===== config.mk =====
export PLATFORM = sky130hd
export DESIGN_NAME = phase_quad_detector
export DESIGN_NICKNAME = d
export VERILOG_FILES = /design/src/rtl/pqd_pkg.sv /design/src/rtl/zc_sync.sv /design/src/rtl/duty_lpf.sv /design/src/rtl/err_sampler.sv /design/src/rtl/phase_quad_detector.sv
export SDC_FILE = /design/constraint.sdc
export NUM_CORES = 1
export LEC_CHECK = 0
export BUFFER_PORTS_ARGS = -buffer_cell sky130_fd_sc_hd__buf_2
export CORE_MARGIN = 10
export CORE_UTILIZATION = 55
export DETAILED_ROUTE_END_ITERATION = 10
export HOLD_SLACK_MARGIN = 0.05
export PLACE_DENSITY_LB_ADDON = 0.1
export REMOVE_ABC_BUFFERS = 1
export SLEW_MARGIN = 25
export SYNTH_ARGS = -nofsm -noshare
export SYNTH_HDL_FRONTEND = slang
export SYNTH_SLANG_ARGS = --single-unit

===== constraint.sdc =====
create_clock -name clk -period 5.3 [get_ports clk]
set_clock_uncertainty 0.15 [all_clocks]
set_input_delay 0.795 -clock clk [delete_from_list [all_inputs] [get_ports clk]]
set_output_delay 0.795 -clock clk [all_outputs]
set_load 0.02 [all_outputs]

===== src/rtl/pqd_pkg.sv =====
package pqd_pkg;

    // Output stage states: WAIT holds the last error, EMIT presents a new one.
    typedef enum logic [0:0] {
        ST_WAIT = 1'b0,
        ST_EMIT = 1'b1
    } emit_state_t;

    // Target level of the averaging filter for a given phase bit.
    function automatic logic [31:0] duty_target(input logic phase, input int unsigned frac_w);
        logic [31:0] full;
        full = (32'd1 << frac_w) - 32'd1;
        return phase ? full : 32'd0;
    endfunction

endpackage


===== src/rtl/zc_sync.sv =====
module zc_sync #(
    parameter int N_BITS = 2,
    parameter int STAGES = 2
) (
    input  logic              clk,
    input  logic              rst,
    input  logic [N_BITS-1:0] din,
    output logic [N_BITS-1:0] dout
);

    localparam int LAST = STAGES - 1;

    for (genvar i = 0; i < N_BITS; i++) begin : g_bit
        logic [STAGES-1:0] chain_q;

        always_ff @(posedge clk) begin
            if (rst) begin
                chain_q <= '0;
            end else begin
                chain_q <= {chain_q[STAGES-2:0], din[i]};
            end
        end

        assign dout[i] = chain_q[LAST];
    end

endmodule


===== src/rtl/duty_lpf.sv =====
module duty_lpf
    import pqd_pkg::*;
#(
    parameter int FRAC_W = 16,
    parameter int SHIFT  = 14
) (
    input  logic              clk,
    input  logic              rst,
    input  logic              phase_in,
    output logic [FRAC_W-1:0] level
);

    localparam int                DIFF_W = FRAC_W + 1;
    localparam logic [FRAC_W-1:0] HALF   = FRAC_W'(1) << (FRAC_W - 1);

    logic [FRAC_W-1:0]        level_q;
    logic [FRAC_W-1:0]        level_d;
    logic [FRAC_W-1:0]        target;
    logic signed [DIFF_W-1:0] diff_s;
    logic signed [DIFF_W-1:0] step_s;
    logic signed [DIFF_W-1:0] sum_s;

    always_comb begin
        target  = FRAC_W'(duty_target(phase_in, FRAC_W));
        diff_s  = $signed({1'b0, target}) - $signed({1'b0, level_q});
        step_s  = diff_s >>> SHIFT;
        sum_s   = $signed({1'b0, level_q}) + step_s;
        level_d = FRAC_W'(sum_s);
    end

    always_ff @(posedge clk) begin
        if (rst) begin
            level_q <= HALF;
        end else begin
            level_q <= level_d;
        end
    end

    assign level = level_q;

endmodule


===== src/rtl/err_sampler.sv =====
module err_sampler
    import pqd_pkg::*;
#(
    parameter int FRAC_W = 16
) (
    input  logic                     clk,
    input  logic                     rst,
    input  logic                     tick,
    input  logic [FRAC_W-1:0]        level,
    output logic signed [FRAC_W:0]   err_out,
    output logic                     err_valid
);

    localparam int                      ERR_W  = FRAC_W + 1;
    localparam logic signed [ERR_W-1:0] HALF_S = ERR_W'(1) << (FRAC_W - 1);

    emit_state_t              state_q;
    emit_state_t              state_d;
    logic signed [ERR_W-1:0]  err_q;

    // Next-state logic
    always_comb begin
        state_d = state_q;
        unique case (state_q)
            ST_WAIT: if (tick)  state_d = ST_EMIT;
            ST_EMIT: if (!tick) state_d = ST_WAIT;
        endcase
    end

    // State register
    always_ff @(posedge clk) begin
        if (rst) begin
            state_q <= ST_WAIT;
        end else begin
            state_q <= state_d;
        end
    end

    // Output register: capture on strobe, hold otherwise
    always_ff @(posedge clk) begin
        if (rst) begin
            err_q <= '0;
        end else if (tick) begin
            err_q <= $signed({1'b0, level}) - HALF_S;
        end
    end

    assign err_out   = err_q;
    assign err_valid = (state_q == ST_EMIT);

endmodule


===== src/rtl/phase_quad_detector.sv =====
module phase_quad_detector
    import pqd_pkg::*;
#(
    parameter int FRAC_W      = 16,
    parameter int SHIFT       = 14,
    parameter int SYNC_STAGES = 2
) (
    input  logic                   clk,
    input  logic                   rst,
    input  logic                   zc_inv,
    input  logic                   zc_cap,
    input  logic                   sample_tick,
    output logic signed [FRAC_W:0] err_out,
    output logic                   err_valid
);

    localparam int N_IN = 2;

    logic [N_IN-1:0]   zc_raw;
    logic [N_IN-1:0]   zc_sync_w;
    logic              phase_bit;
    logic [FRAC_W-1:0] level_q;

    assign zc_raw = {zc_cap, zc_inv};

    zc_sync #(
        .N_BITS (N_IN),
        .STAGES (SYNC_STAGES)
    ) u_sync (
        .clk  (clk),
        .rst  (rst),
        .din  (zc_raw),
        .dout (zc_sync_w)
    );

    assign phase_bit = zc_sync_w[0] ^ zc_sync_w[1];

    duty_lpf #(
        .FRAC_W (FRAC_W),
        .SHIFT  (SHIFT)
    ) u_lpf (
        .clk      (clk),
        .rst      (rst),
        .phase_in (phase_bit),
        .level    (level_q)
    );

    err_sampler #(
        .FRAC_W (FRAC_W)
    ) u_samp (
        .clk       (clk),
        .rst       (rst),
        .tick      (sample_tick),
        .level     (level_q),
        .err_out   (err_out),
        .err_valid (err_valid)
    );

endmodule


==> flow_summary.json <==
{
  "fin_crit_ps": 4350,
  "synth_edf_count": 0,
  "synth_top_cell_by_area": "dfxtp_1",
  "routed_via_density": 5.48,
  "diodes": 0,
  "finalNonFillerCells": 319,
  "p_comb_share_pct": 65.4,
  "fillers": 350,
  "yosysSeqAreaShare_pct": 32.8,
  "setup.worst_path.start_class": "flip-flop",
  "antenna_found_initial": 0,
  "syn_area_um2": 2260,
  "dp.cells": 312,
  "grt_pass1_vias": 1658,
  "finalHoldViolCount": 0,
  "totalWireLength_um": 4300,
  "vias": 1747,
  "grt_max_degree": 40,
  "clk_latency_ps": 290,
  "ant_nets": 0,
  "drtIter0Drc": 81,
  "globalplace.congestion": 0.841,
  "report.final.slew_viol_count": 0,
  "dpl.hpwl_um": 3150,
  "start_util_pct": 56.5,
  "clock.fmax_mhz": 230,
  "routed.top_layer": "met4",
  "p_per_area_nw_per_um2": 717,
  "ys_top_cells_by_area": "dfxtp_1 (33%), ha_1 (17%), mux2i_1 (7.1%)",
  "synth_seq_cells": 37,
  "cp.arrival_ps": 4380,
  "cts-root-buf": "clkbuf_8",
  "synthCells": 246,
  "synth_async_sr_flop_share_pct": 0,
  "fin_crit_sh_pct": 82.1,
  "die_w_um": 84.1,
  "tightest_slew_ps": 672,
  "cts_tree": "done",
  "slowest_stage": "a2111oi_2",
  "wl_met1_um": 2090,
  "rsz0062_at_grt": "no",
  "clock-sinks": 37,
  "grt-ovfl-total": 0,
  "cp_max_fo": 16,
  "multi_input_area_um2": 1420,
  "cts_buffers": 5,
  "post-synth-top-count-cell": "dfxtp_1",
  "p_int_w": 0.00100,
  "path_clk_slew_ps": 70,
  "wl_per_cell_um": 13.5,
  "vdd_drop_max_mv": 0.383,
  "die_h_um": 84.1,
  "finalPower_w": 0.00179,
  "crit_type": "reg -> reg",
  "clkPwrFrac_pct": 11.1,
  "htreeDepth": 2,
  "ys.flop_type": "dfxtp_1",
  "wl_met2_um": 1860,
  "ys_top_cells_by_count": "dfxtp_1 (37), nor2_1 (33), ha_1 (30)",
  "end_kind": "flip-flop",
  "cp_num_buf_inv": 1,
  "setup_viol": 0,
  "grt_pass1_wl_um": 7450,
  "pwr-share-seq_pct": 23.6,
  "synthDistinctLibCells": 50,
  "synth_area_per_cell_um2": 9.19,
  "status": "finished, final reports clean",
  "die_area_um2": 7080,
  "critPathMaxStageDelay_ps": 460,
  "post-cts-setup-buffer-count": 0,
  "post-route-util_pct": 62.4,
  "crit_required_ps": 5330,
  "clockBufferDepth": 2,
  "ctsResizeCount": 0,
  "synth.top_cell.area_share_pct": 32.8,
  "slew-limit-headroom_pct": 55.2,
  "hold_class": "reg -> reg",
  "fin_tns_setup_ps": 0,
  "areaGrowthSynthToFinish_pct": 10.4,
  "grtUsageTotal_pct": 12.5,
  "dr_wl_met3_um": 281,
  "worstPathCellList": "xor2_1 > buf_4 > ha_1 > and3_1 > a221oi_1 > o21ai_0 > a221o_1 > a21oi_4 > ha_1 > a21oi_1 > o21ai_1 > a2111oi_2 > nor2_1 > a21oi_1 > mux2_1",
  "maxCapViolCount": 0,
  "ys_warn_count": 0,
  "fin_nets": 305,
  "port_buffers": 22,
  "drc": 0,
  "postCtsHoldBufs": 0,
  "power_switching_w": 0.000790,
  "drive_gt1_share_pct": 13.8,
  "register_area_um2": 741,
  "leakage_nw": 1.21,
  "rows": 23,
  "pin_count": 23,
  "p_sw_share_pct": 44.1,
  "drt_pre_antenna_iters": 4,
  "core_area_um2": 4000,
  "critPathTopFamily": "compound AO/OA/AOI/OAI gates"
}
-- per-stage QoR --
step | hold slack, ps | instance area, µm² | setup WS (ps)
CTS | 305 | 2500 | 929
global route | 310 | 2500 | 601
floorplan | 264 | 2230 | 788
finish | 296 | 2500 | 948
detailed placement | 281 | 2410 | 958
global placement | 292 | 2410 | 999
-- cell usage in the layout (no fill, tap or decap), drive strengths merged, types with 2 or more instances in the layout --
| master | Yosys | final |
|---|---|---|
| clkbuf | 3 | 7 |
| nand2 | 5 | 5 |
| a21o | 4 | 4 |
| a221oi | 2 | 2 |
| ha | 30 | 30 |
| o21bai | 2 | 2 |
| a21oi | 17 | 17 |
| mux2i | 16 | 16 |
| nor3 | 6 | 6 |
| nand3 | 3 | 3 |
| inv | 18 | 18 |
| or3b | 2 | 2 |
| dfxtp | 37 | 37 |
| nand4 | 2 | 2 |
| a221o | 2 | 2 |
| nor2b | 8 | 8 |
| xor2 | 6 | 6 |
| a31oi | 2 | 2 |
| o21ai | 7 | 7 |
| and3 | 4 | 4 |
| buf | 4 | 23 |
| o21a | 4 | 4 |
| nor2 | 33 | 33 |
| a21boi | 2 | 2 |
| xnor2 | 9 | 9 |
| and2 | 2 | 2 |
-- path summary, 6_finish.rpt --
path	cells past startpoint	start	endpoint	slack (ps)
worst min-delay path	1	u_sync.g_bit[0].chain_q[0]	u_sync.g_bit[0].chain_q[1]	300
worst min register to register	1	u_sync.g_bit[0].chain_q[0]	u_sync.g_bit[0].chain_q[1]	300
worst max-delay path	15	u_sync.g_bit[0].chain_q[1]	u_lpf.level[10]	950
worst max register to register	15	u_sync.g_bit[0].chain_q[1]	u_lpf.level[10]	950
-- flip-flops by register name, indices dropped and copies added, names as in the netlist --
| signal | flops |
|---|---|
| u_samp.err_out | 16 |
| u_samp.err_valid | 1 |
| u_lpf.level | 16 |
| u_sync.g_bit.chain_q | 4 |
-- cell type report --
type / count / area share (%)
Tap cell: 50 / 2.51
Timing Repair Buffer: 23 / 4.71
Inverter: 18 / 2.71
Clock buffer: 7 / 3.46
Multi-Input combinational cell: 184 / 56.9
Sequential cell: 37 / 29.7
-- metal layers --
layer	track usage (%)	up-vias
met4	5.48	0
li1	-	919
met5	0	-
met3	4.49	7
met1	15.3	783
met2	19.4	38
-- cell families after synthesis --
logic type,share of synthesized area [%]
compound gates,17.3
xor+xnor,5.81
fa+ha+maj,17.5
buf+inv,4.37
flops,32.8
mux,7.58
simple gates,14.7
-- power groups by stage --
stage	combinational, W	sequential, W	clock [W]
after floorplan	0.000951	0.000434	0
after global placement	0.00116	0.000428	0
after detailed placement	0.00116	0.000429	0
after CTS	0.00118	0.000422	0.000208
after global routing	0.00133	0.000433	0.000218
final	0.00117	0.000422	0.000198
Power figures use the tool's default switching activity.
